[config.mk]
export PLATFORM = sky130hd
export DESIGN_NAME = pmem_byte_fetch
export DESIGN_NICKNAME = d
export VERILOG_FILES = /design/src/rtl/pmem_byte_fetch.sv
export SDC_FILE = /design/constraint.sdc
export NUM_CORES = 1
export LEC_CHECK = 0
export ABC_AREA = 1
export BUFFER_PORTS_ARGS = -buffer_cell sky130_fd_sc_hd__clkbuf_2
export CORE_MARGIN = 3
export CORE_UTILIZATION = 35
export CTS_BUF_LIST = sky130_fd_sc_hd__clkbuf_4
export DETAILED_ROUTE_END_ITERATION = 8
export PLACE_DENSITY = 0.66
export SLEW_MARGIN = 10
export SYNTH_ARGS = -nofsm -noshare
export SYNTH_HDL_FRONTEND = slang
export SYNTH_SLANG_ARGS = --single-unit
export TNS_END_PERCENT = 5
[constraint.sdc]
create_clock -name clk -period 1.96 [get_ports clk]
set_clock_uncertainty 0.1 [all_clocks]
set_input_delay 0.098 -clock clk [delete_from_list [all_inputs] [get_ports clk]]
set_output_delay 0.098 -clock clk [all_outputs]
set_load 0.01 [all_outputs]
[src/rtl/pmem_byte_fetch.sv]
module pmem_byte_fetch #(
  parameter int PTR_W = 16,
  parameter int IDX_W = 5
) (
  input  logic             clk,
  input  logic             rst_n,
  input  logic             start_i,
  input  logic [1:0]       form_i,
  input  logic [IDX_W-1:0] dest_i,
  input  logic [PTR_W-1:0] ptr_i,
  output logic             ptr_we_o,
  output logic [PTR_W-1:0] ptr_wdata_o,
  output logic             pm_en_o,
  output logic [PTR_W-2:0] pm_addr_o,
  input  logic [15:0]      pm_rdata_i,
  output logic             rf_we_o,
  output logic [IDX_W-1:0] rf_waddr_o,
  output logic [7:0]       rf_wdata_o,
  output logic             busy_o,
  output logic             done_o
);

  localparam logic [1:0] FORM_IMPL = 2'b00;
  localparam logic [1:0] FORM_POST = 2'b10;
  localparam logic [1:0] FORM_RSVD = 2'b11;

  typedef enum logic [1:0] {S_IDLE, S_ADDR, S_DATA, S_WRITE} state_t;

  state_t           st;
  logic [PTR_W-1:0] ptr_q;
  logic [IDX_W-1:0] dst_q;
  logic             post_q;
  logic [7:0]       byte_q;
  logic             accept;

  assign accept = start_i && (st == S_IDLE) && (form_i != FORM_RSVD);

  always_ff @(posedge clk or negedge rst_n) begin
    if (!rst_n) begin
      st     <= S_IDLE;
      ptr_q  <= '0;
      dst_q  <= '0;
      post_q <= 1'b0;
      byte_q <= '0;
    end else begin
      case (st)
        S_IDLE: if (accept) begin
          st     <= S_ADDR;
          ptr_q  <= ptr_i;
          dst_q  <= (form_i == FORM_IMPL) ? '0 : dest_i;
          post_q <= (form_i == FORM_POST);
        end
        S_ADDR:  st <= S_DATA;
        S_DATA: begin
          st     <= S_WRITE;
          byte_q <= ptr_q[0] ? pm_rdata_i[15:8] : pm_rdata_i[7:0];
        end
        default: st <= S_IDLE;
      endcase
    end
  end

  assign pm_en_o     = (st == S_ADDR);
  assign pm_addr_o   = ptr_q[PTR_W-1:1];
  assign rf_we_o     = (st == S_WRITE);
  assign rf_waddr_o  = dst_q;
  assign rf_wdata_o  = byte_q;
  assign ptr_we_o    = (st == S_WRITE) && post_q;
  assign ptr_wdata_o = ptr_q + 1'b1;
  assign done_o      = (st == S_WRITE);
  assign busy_o      = (st != S_IDLE);

  AST_SEQ_TIMING: assert property (@(posedge clk) disable iff (!rst_n)
    accept |=> pm_en_o && !rf_we_o ##1 !pm_en_o && !rf_we_o ##1 rf_we_o && done_o);
  AST_WORD_ADDR: assert property (@(posedge clk) disable iff (!rst_n)
    accept |=> pm_addr_o == $past(ptr_i[PTR_W-1:1]));
  AST_IMPLIED_R0: assert property (@(posedge clk) disable iff (!rst_n)
    accept && form_i == FORM_IMPL |=> ##2 rf_waddr_o == '0);
  AST_BYTE_SEL: assert property (@(posedge clk) disable iff (!rst_n)
    accept |=> ##2 rf_wdata_o == ($past(ptr_i[0], 3) ? $past(pm_rdata_i[15:8]) : $past(pm_rdata_i[7:0])));
  AST_POST_INC: assert property (@(posedge clk) disable iff (!rst_n)
    accept && form_i == FORM_POST |=> ##2 ptr_we_o && ptr_wdata_o == $past(ptr_i, 3) + 1'b1);
  AST_NO_PTR_WE: assert property (@(posedge clk) disable iff (!rst_n)
    accept && form_i != FORM_POST |=> ##2 !ptr_we_o);
  AST_BUSY_HOLD: assert property (@(posedge clk) disable iff (!rst_n)
    busy_o && !done_o |=> $stable(rf_waddr_o) && $stable(pm_addr_o));
  AST_RSVD_IDLE: assert property (@(posedge clk) disable iff (!rst_n)
    start_i && !busy_o && form_i == FORM_RSVD |=> !busy_o && !pm_en_o);

endmodule

Word-level counts from Yosys, hierarchy flattened --
Cells that the tools add are included.
Operators by class: mux-type cells 4, reduce and logical (&&, ||, !) cells 7, equality and inequality tests 6, $add $sub $neg 1
Operator list (number):
- $add 16x1->16 const B | 1
- $mux 8 | 1
- $eq 2x2->1 const B | 3
- $pmux 2 s3 | 1
- $mux 5 | 1
- $logic_not 2->1 | 2
- $ne 2x2->1 const B | 2
- $logic_and 1x1->1 | 3
- $eq 2x1->1 const B | 1
- $mux 2 | 1
- $reduce_and 2->1 | 1
- $reduce_bool 2->1 | 1
Storage, ports and cells: bits of input ports 42, output and inout bits 49, register bits after elaboration 32

Depth between registers and ports, before layout --
Gate-level depths: netlist of the first run.
depth after elaboration 5, mapped depth 8

Worst setup path after synthesis of the first run --
OpenSTA, ideal clock, no wires.
path kind register to register, start point reg st[0], end point reg dst_q[3], in the netlist rf_waddr_o[3], clock period less this slack 1.382 ns, library setup time 0.126 ns, buffers on the path 2, cell stages (with the launch flop) 8, data required time 1.734 ns, slack 0.578 ns, arrival 1.156 ns, path through dfrtp_1 > inv_1 > ha_1 > nand3_2 > buf_6 > buf_6 > nand2_1 > o21ai_0
On the way: longest elaborated chain between the ends 4
RTL lines:
- start: declaration | line 29 | state_t st;
- start signal: assignment | line 40 | st <= S_IDLE;
- start signal: assignment | line 48 | st <= S_ADDR;
- start signal: assignment | line 53 | S_ADDR: st <= S_DATA;
- $logic_not 2->1 * | line 36, 46
- $logic_and 1x1->1 (2 in a row) | line 36 | assign accept = start_i && (st == S_IDLE) && (form_i != FORM_RSVD);
- $reduce_and 2->1 (no line) *
- end signal: assignment | line 50 | dst_q <= (form_i == FORM_IMPL) ? '0 : dest_i;
- end: declaration | line 31 | logic [IDX_W-1:0] dst_q;
Mark *: on every way between the ends. The rest lies on a longest branch, timed or not. A chain may end at the register's enable or synchronous reset.

Worst setup path after layout of the first run --
start point reg ptr_q[1], end point out ptr_wdata_o[14]
On the way: longest elaborated chain between the ends 1
RTL lines:
- start: declaration | line 30 | logic [PTR_W-1:0] ptr_q;
- start signal: assignment | line 49 | ptr_q <= ptr_i;
- $add 16x1->16 | line 69 | assign ptr_wdata_o = ptr_q + 1'b1;
- end: declaration | line 12 | output logic [PTR_W-1:0] ptr_wdata_o,
Every way passes these cells.

==> results of run 1 <==
cells in the final DEF, fill, tap and decap left out:
master / synthesis / routed
sky130_fd_sc_hd__clkbuf_2: 0 / 90
sky130_fd_sc_hd__nand2_2: 3 / 3
sky130_fd_sc_hd__inv_1: 13 / 13
sky130_fd_sc_hd__nand4_1: 3 / 3
sky130_fd_sc_hd__o21ai_0: 17 / 17
sky130_fd_sc_hd__clkinv_2: 0 / 1
sky130_fd_sc_hd__nor2_2: 2 / 2
sky130_fd_sc_hd__nor2_4: 1 / 1
sky130_fd_sc_hd__inv_2: 2 / 2
sky130_fd_sc_hd__or2_2: 1 / 1
sky130_fd_sc_hd__nor2_1: 18 / 18
sky130_fd_sc_hd__o22a_1: 1 / 1
sky130_fd_sc_hd__a31oi_1: 8 / 8
sky130_fd_sc_hd__ha_4: 0 / 1
sky130_fd_sc_hd__xor2_1: 4 / 4
sky130_fd_sc_hd__nand2_1: 90 / 90
sky130_fd_sc_hd__dlygate4sd3_1: 0 / 40
sky130_fd_sc_hd__buf_4: 19 / 3
sky130_fd_sc_hd__ha_1: 5 / 4
sky130_fd_sc_hd__dfrtp_1: 32 / 32
sky130_fd_sc_hd__nand3_1: 4 / 4
sky130_fd_sc_hd__o21ai_1: 2 / 2
sky130_fd_sc_hd__clkbuf_4: 0 / 6
sky130_fd_sc_hd__xnor2_1: 3 / 3
sky130_fd_sc_hd__nand3b_1: 1 / 1
sky130_fd_sc_hd__nand3_2: 2 / 2
layer usage:
layer / share of wire [%] / GRT usage (%) / up-vias
met5: 0 / 0 / -
met1: 46 / 21.6 / 839
met3: 6.9 / 4.36 / 9
met2: 45 / 27.7 / 78
met4: 1.8 / 5.42 / 0
li1: - / - / 962
kinds of logic (layout without fill, tap and decap cells):
family | Yosys count | in the layout
buffers and inverters | 39 | 155
AOI/OAI and AO/OA | 28 | 28
xor gates and xnor gates | 7 | 7
DFF | 32 | 32
and+or+nand+nor | 125 | 125
adders and majority gates | 5 | 5
worst max-delay path: cells and delay by family, from the launching register on:
| family | cells | cell delay, ns |
|---|---|---|
| flip-flops | 1 | 0.47 |
| AND/OR/NAND/NOR | 5 | 0.52 |
| adder cells (fa/ha/maj) | 1 | 0.18 |
| buffers and inverters | 1 | 0.12 |
path summary, 6_finish.rpt:
path | depth (start not counted) | slack (ns) | end
max | 7 | 0.14 | ptr_wdata_o[14]
min | 4 | 0.12 | rf_waddr_o[1]$_DFFE_PN0P_
max reg2reg | 5 | 0.41 | ptr_q[14]$_DFFE_PN0P_
min reg2reg | 2 | 0.39 | rf_waddr_o[1]$_DFFE_PN0P_
max in group asynchronous | 2 | 0.96 | ptr_q[4]$_DFFE_PN0P_
min in group asynchronous | 2 | 0.29 | ptr_q[7]$_DFFE_PN0P_
cell type report:
cell class	count	share of cell area (%)
well taps	67	3.13
multi-input cells	165	30.3
clock buffers	6	1.68
inverters	15	2.10
repair buffers	133	32.6
flip-flops and latches	32	29.9
clock inverters	1	0.187
power groups by stage:
stage | registers (µW) | clock network [µW] | logic (µW)
after global routing | 1360 | 398 | 2060
after floorplan | 1280 | 0 | 1260
after CTS | 1290 | 384 | 1810
after global placement | 1300 | 0 | 1720
final | 1300 | 364 | 1820
after detailed placement | 1300 | 0 | 1750
stage by stage:
step / power (µW) / utilization, %
after global placement: 3020 / 45.3
after CTS: 3490 / 54.6
after global routing: 3820 / 54.8
final: 3480 / 54.8
after detailed placement: 3050 / 45.3
after floorplan: 2540 / -
sequential cells by signal, indices dropped and copies added (netlist names):
register and count:
post_q 1, rf_waddr_o 5, rf_wdata_o 8, st 2, ptr_q 16
timing repair:
action / 4_1_cts / 5_1_grt
endpoints found under the hold margin: 62 / 0
gates resized for setup: 0 / 2
hold buffers: 40 / 0
endpoints found under the setup margin: 0 / 3
Yosys cell counts:
library cell and number:
sky130_fd_sc_hd__xnor2_1 3, sky130_fd_sc_hd__nand4_1 3, sky130_fd_sc_hd__buf_2 3, sky130_fd_sc_hd__nand3_2 2
sky130_fd_sc_hd__nor2_4 1, sky130_fd_sc_hd__nand3_1 4, sky130_fd_sc_hd__ha_1 5, sky130_fd_sc_hd__buf_6 2
sky130_fd_sc_hd__o21ai_1 2, sky130_fd_sc_hd__o21ai_0 17, sky130_fd_sc_hd__xor2_1 4, sky130_fd_sc_hd__nand2_1 90
sky130_fd_sc_hd__nand2_2 3, sky130_fd_sc_hd__nand3b_1 1, sky130_fd_sc_hd__buf_4 19, sky130_fd_sc_hd__dfrtp_1 32
sky130_fd_sc_hd__inv_1 13, sky130_fd_sc_hd__inv_2 2, sky130_fd_sc_hd__o22a_1 1, sky130_fd_sc_hd__nor2_1 18
sky130_fd_sc_hd__a31oi_1 8, sky130_fd_sc_hd__nor2_2 2, sky130_fd_sc_hd__or2_2 1
==> results summary, run 1 <==
The run finished with clean final reports. Derived from the worst setup path, the maximum achievable clock frequency is 549 MHz. The relative contribution of the clock network to total power is 10.5%. In this run the critical register-to-register path is launched from st[0]$_DFFE_PN0P_.

The remaining global-route overflow is 0. The synthesis-stage register bit count came out at 32. Setup repair after global routing could not meet its margin everywhere.

The final routed DRC violation total is 0. The proportion of layout cells with a drive suffix above 1 came out at 31.8%. The total net switching power came out at between 1500 and 2000 µW. The synthesized netlist cell count is between 200 and 250. The number of buffers inserted by post-CTS setup repair is 0. The number of standard cells in the layout, taps in and fillers out is 419. The final HPWL from detailed placement came out at 3420 µm. sky130_fd_sc_hd__dfrtp_1 takes more of the synthesized area than any other cell.

The final hold violation count is 0. Entering global routing, the biggest net connects 33 pins. The critical path goes through ha_4, nand3_2, nor2_1, nand3_1, nand2_1, nand2_1, clkbuf_2. The area of the multi-input gates came out at 811 µm². The number of nets in the layout is 399. The initial utilization of the core area, before any placement, comes to 37.6%.

The synthesized cell area is 1840 µm². The final antenna diode count came out at 0. The worst slew slack as a fraction of its limit came out at 47.2%. The simple-gate share of the synthesized area came out at around 28%. The maximum cell stage delay along the critical path is 0.47 ns.

The main combinational cell family by area after synthesis is simple AND/OR/NAND/NOR gates. The core region area is just under 5000 µm². The final period utilization is 92.9%. The clock transition at the registers of the reported paths is 0.10 ns. The worst setup path is captured at a primary output.

Measured against the total synthesized area, the mux share comes to 0%. The pre-CTS setup slack came out at 0.415 ns. The root buffer cell is sky130_fd_sc_hd__clkbuf_4. The via count of the first global-routing pass came out at 1838. The total detailed-routing wirelength came out at 4850 µm. The number of placed instances, taps included is 372.

The x dimension of the die came out at between 70 and 80 µm. The type of the worst setup path is register to primary output. The count of boundary I/O pins is 91. The port buffer count came out at 90. The worst-case clock buffer depth is 2. The design area is between 2000 and 3000 µm². The total internal power is roughly 1900 µW. The worst path meets setup with 0.139 ns of slack.

The detail-routed via count per cell came out at 4.51. TritonCTS built the clock tree. Setup violations remaining at the end of the flow were counted as 0. The startpoint identified for the worst hold timing path is form_i[0]. The power density over the cells came out at 1300 nW/µm². The area growth from synthesis to layout is 45.7%.

The number of warnings printed during yosys synthesis is 0. Of the total power, registers draw between 30% and 40%. The final hold slack came out at 0.116 ns. The number of DRC markers in iteration 0 came out at 68. The largest fanout of any net on the critical path is 5. The xor-xnor portion of the synthesized cell area is 3.34%. In this run the remaining antenna-violating nets after routing total 0.

The overall die area is 6150 µm². Counting the fill cells in the layout gives 463. The worst hold-check path type is input pin to register. Across the run, the number of max-cap violations was 0. After synthesis, flip-flops and latches occupy a little over two fifths of the total area.

The number of optimization iterations in the first detailed-route pass came out at 4. The required time at the endpoint of the critical path came out at about 1.8 ns. After Yosys synthesis, full adders, half adders and majority gates account for 3.41% of the synthesized area. After synthesis, the largest area contributor takes up 43.6% of total cell area. The synthesized net count is 283. The number of CTS-inserted buffers is 5.

After routing, the total negative slack on setup checks comes to 0 ns. The clock network latency to the later pin of the worst-skew pair came out at 0.33 ns. Averaged over all synthesized cells, the footprint is 7.78 µm².

The complex-gate fraction of the synthesized area is 8.38%. The switching power share of the total came out at 45.4%. The leakage power total came out at 0.00141 µW. The maximum level of the CTS H-tree came out at 2. Among all stages on the critical path, the largest delay is contributed by sky130_fd_sc_hd__dfrtp_1. The global router's overall resource usage came out at 16.8%.

In this run the worst setup path begins at ptr_q[1]$_DFFE_PN0P_. The unique cell type count in the Yosys netlist is 23. The floorplan step set the die height to just under 80 µm. The max-slew violation count is 0. The combinational share of power is a little over half. The cell seen most often among critical-path stages is sky130_fd_sc_hd__nand2_1. In the final routed layout, each cell accounts on average for 11.6 µm. The maximum ir drop on the vdd rail is 0.653 mV. The total number of clock tree sinks came out at 32.

The number of antenna violations at the first check in global routing is 0. The actual slew at the worst max-slew pin is ~0.79 ns. The nature of the critical path startpoint is a register. The via count is 1888.

In this run the cell area measured after placement is 2210 µm². The arrival time at the worst endpoint is 1.62 ns. The clock period minus worst slack came out at 1.82 ns. The congestion estimate from routability-driven global placement came to 0.801.

By area the synthesized netlist is led by sky130_fd_sc_hd__dfrtp_1, sky130_fd_sc_hd__nand2_1, sky130_fd_sc_hd__buf_4, sky130_fd_sc_hd__o21ai_0, sky130_fd_sc_hd__nor2_1. The first global-routing pass estimated 8260 µm of wire. The floorplan has 25 rows. The footprint of the flip-flops and latches came out at 801 µm².
(Power assumes the default switching activity.)
==> inputs of run 2 (changes only) <==
--- a/config.mk
+++ b/config.mk
@@ -12,6 +12,7 @@
 export CTS_BUF_LIST = sky130_fd_sc_hd__clkbuf_4
 export DETAILED_ROUTE_END_ITERATION = 8
 export PLACE_DENSITY = 0.66
+export SETUP_SLACK_MARGIN = 0.4
 export SLEW_MARGIN = 10
 export SYNTH_ARGS = -nofsm -noshare
 export SYNTH_HDL_FRONTEND = slang
==> constraint.sdc (replaced) <==
create_clock -name clk -period 2.34 [get_ports clk]
set_clock_uncertainty 0.1 [all_clocks]
set_input_delay 0.117 -clock clk [delete_from_list [all_inputs] [get_ports clk]]
set_output_delay 0.117 -clock clk [all_outputs]
set_load 0.01 [all_outputs]
==> results summary, run 2 (synthesis results as in run 1) <==
The count of buffer and inverter cells on the critical path came out at 2 (+1). The clock network latency to the later pin of the worst-skew pair was 0.33 ns (about the same). The final hold violation count is 0 (unchanged). The total detailed-routing wirelength came to 4910 µm (+1.2%). The port buffer count is 90 (unchanged). The largest fanout of any net on the critical path is 4 (-1).

The number of flip-flops in the largest register is 16 (unchanged). The placer congestion estimate is 0.775 (-3.2%). The detailed-route wire length per cell came out at 11.7 µm (+0.98%). The type of the worst setup path is register to primary output.

The area growth from synthesis to layout came out at 45.5%. TritonCTS built the clock tree. The proportion of layout cells with a drive suffix above 1 is 32.3% (+0.48 points). The worst setup path is launched from a register. The via count is 1854 (-1.8%).

The number of nets in the layout came out at 399 (unchanged). The standard cell with the maximum stage delay on the critical path is sky130_fd_sc_hd__dfrtp_1. In this run the critical register-to-register path is launched from st[0]$_DFFE_PN0P_. The reg2reg setup slack came out at 0.71 ns (+0.30 ns). The detail-routed via count per cell came out at 4.41 (-2.0%). The worst hold path begins at form_i[0]. The worst slew slack as a fraction of its limit came to 44.4% (-2.8 points). The arrival time at the worst endpoint was 1.59 ns (-0.03 ns).

The wire length of the first global-routing pass came to 8070 µm (-2.3%). The depth of the worst hold-timing path is 4 (unchanged). The x dimension of the die is 78.4 µm (unchanged). The worst-case clock buffer depth came to 2 (unchanged).

The count of boundary I/O pins is 91 (unchanged). The maximum ir drop on the vdd rail came to 0.522 mV (-20%). The clock transition at the registers of the reported paths is 0.11 ns (about the same). The number of placed instances, taps included is 370 (-0.54%).

The count of final setup violators came to 0 (unchanged). The number of optimization iterations in the first detailed-route pass came out at 4 (unchanged). The kind of capture point of the worst setup path is a primary output. The final antenna diode count came out at 0 (unchanged). The run finished with clean final reports. The upper clock frequency limit came out at 554 MHz. The actual slew at the worst max-slew pin is 0.834 ns (+0.0419 ns).

Setup repair after global routing left no endpoint under its margin. The height of the die came out at 78.4 µm (unchanged). The number of standard cells in the layout, taps in and fillers out came to 420 (+0.24%). The pin count of the biggest net entering global routing came to 33 (unchanged). The final core utilization is 54.7% (-0.10 points). The number of antenna violations at the first check in global routing is 0 (unchanged). The root buffer cell chosen for the clock tree is sky130_fd_sc_hd__clkbuf_4. The global router's overall resource usage came out at 16.5% (-0.31 points). The initial core utilization came out at 37.6% (unchanged).

The total number of clock tree sinks came out at 32 (unchanged). The remaining global-route overflow came to 0 (unchanged). The number of DRC markers in iteration 0 is 79 (+16%). The setup total negative slack is 0 ns (unchanged). The maximum level of the CTS H-tree came out at 2 (unchanged).

Counting flops per register, the top entry is ptr_q. The worst path in the final design needs a cycle of between 1.5 and 2 ns, including I/O delays and setup. The remaining number of nets flagged by the antenna check after routing is 0 (unchanged). The standard-cell row count is 25 (unchanged). The worst path uses just under 80% of the clock period. The top cell types in the final layout, fill and taps aside, are sky130_fd_sc_hd__nand2_1, sky130_fd_sc_hd__clkbuf_2, sky130_fd_sc_hd__dlygate4sd3_1, sky130_fd_sc_hd__dfrtp_1. The final routed DRC violation total came out at 0 (unchanged).

The capture instance of the worst register-to-register path is ptr_q[14]$_DFFE_PN0P_. The tightest min-delay check is of the input pin to register type. The number of maximum-capacitance constraint violations was 0 (unchanged).

The cell family with the largest share of critical-path delay is flip-flops. The worst hold path terminates at rf_waddr_o[4]$_DFFE_PN0P_. The final HPWL from detailed placement was 3270 µm (-4.5%).

The overall die area came out at 6150 µm² (unchanged). The worst-case reg-to-reg path depth is 5 (unchanged). The core region area was 4880 µm² (unchanged). The leakage power total came out at 0.00141 µW (about the same). The cell seen most often among critical-path stages is sky130_fd_sc_hd__nand2_1. The maximum cell stage delay along the critical path is 0.41 ns (-0.06 ns). The via count of the first global-routing pass is 1740 (-5.3%). The required time at the endpoint of the critical path was 2.12 ns (+0.36 ns). The max-slew violation count came to 0 (unchanged). The power density over the cells came out at 1090 nW/µm² (-16%). The signal on the critical path passes through ha_2, nand3_2, inv_1, nand2_2, nor2_1, nand2_1, nand2_1, clkbuf_2. The number of CTS-inserted buffers is 5 (unchanged).
[run 2: where the power goes]
part | total [µW] | internal, µW | leakage [µW] | switching, µW
sequential | 1080 | 820 | 0.000385 | 261
combinational | 1510 | 641 | 0.000995 | 871
clock | 311 | 110 | 0.0000324 | 200
[run 2: metal layers]
layer | vias to the layer above | track usage, % | part of all wire (%)
met5 | - | 0 | 0
li1 | 959 | - | -
met3 | 5 | 4.82 | 7.9
met1 | 808 | 21.1 | 46
met4 | 0 | 3.67 | 0.77
met2 | 82 | 27.7 | 45
[run 2: how the worst max path moves through the flow]
stage / start / to / slack [ns] / cells after the start
after floorplan: st[0]$_DFFE_PN0P_ / rf_waddr_o[3]$_DFFE_PN0P_ / 0.96 / 7
after global placement: ptr_q[0]$_DFFE_PN0P_ / ptr_wdata_o[14] / 0.71 / 7
after detailed placement: ptr_q[0]$_DFFE_PN0P_ / ptr_wdata_o[14] / 0.67 / 7
after CTS: ptr_q[1]$_DFFE_PN0P_ / ptr_wdata_o[14] / 0.46 / 7
after global routing: ptr_q[1]$_DFFE_PN0P_ / ptr_wdata_o[10] / 0.40 / 7
final: ptr_q[1]$_DFFE_PN0P_ / ptr_wdata_o[10] / 0.54 / 8
[run 2: stage by stage]
stage	hold WS (ns)	area, µm²	setup slack [ns]	total power, µW
finish	0.125	2670	0.536	2900
global route	0.123	2670	0.402	3180
CTS	0.105	2660	0.458	2920
detailed placement	0.158	2200	0.669	2530
global placement	0.148	2200	0.713	2520
floorplan	-0.279	1840	0.958	2130
[run 2: cell type report]
type                    count  area, µm²
clock buffers               5       37.5
repair buffers            133        873
clock inverters             3       13.8
flip-flops and latches     32        802
multi-input cells         165        803
inverters                  15       56.3
fillers                   476       2210
well taps                  67       83.8
[run 2: what timing repair did]
item / CTS / global route
setup buffers: 1 / 1
pin swaps: 0 / 0
endpoints found under the hold margin: 62 / 0
gates cloned: 0 / 0
hold buffers: 40 / 0
gates resized for setup: 1 / 2
setup endpoints to repair: 9 / 3
[run 2: worst register-to-register path: stages, from the launching register on]
cell	delay (ns)
sky130_fd_sc_hd__dfrtp_1	0.42
sky130_fd_sc_hd__inv_1	0.11
sky130_fd_sc_hd__ha_1	0.25
sky130_fd_sc_hd__nand3_2	0.11
sky130_fd_sc_hd__inv_2	0.33
sky130_fd_sc_hd__o21ai_0	0.17
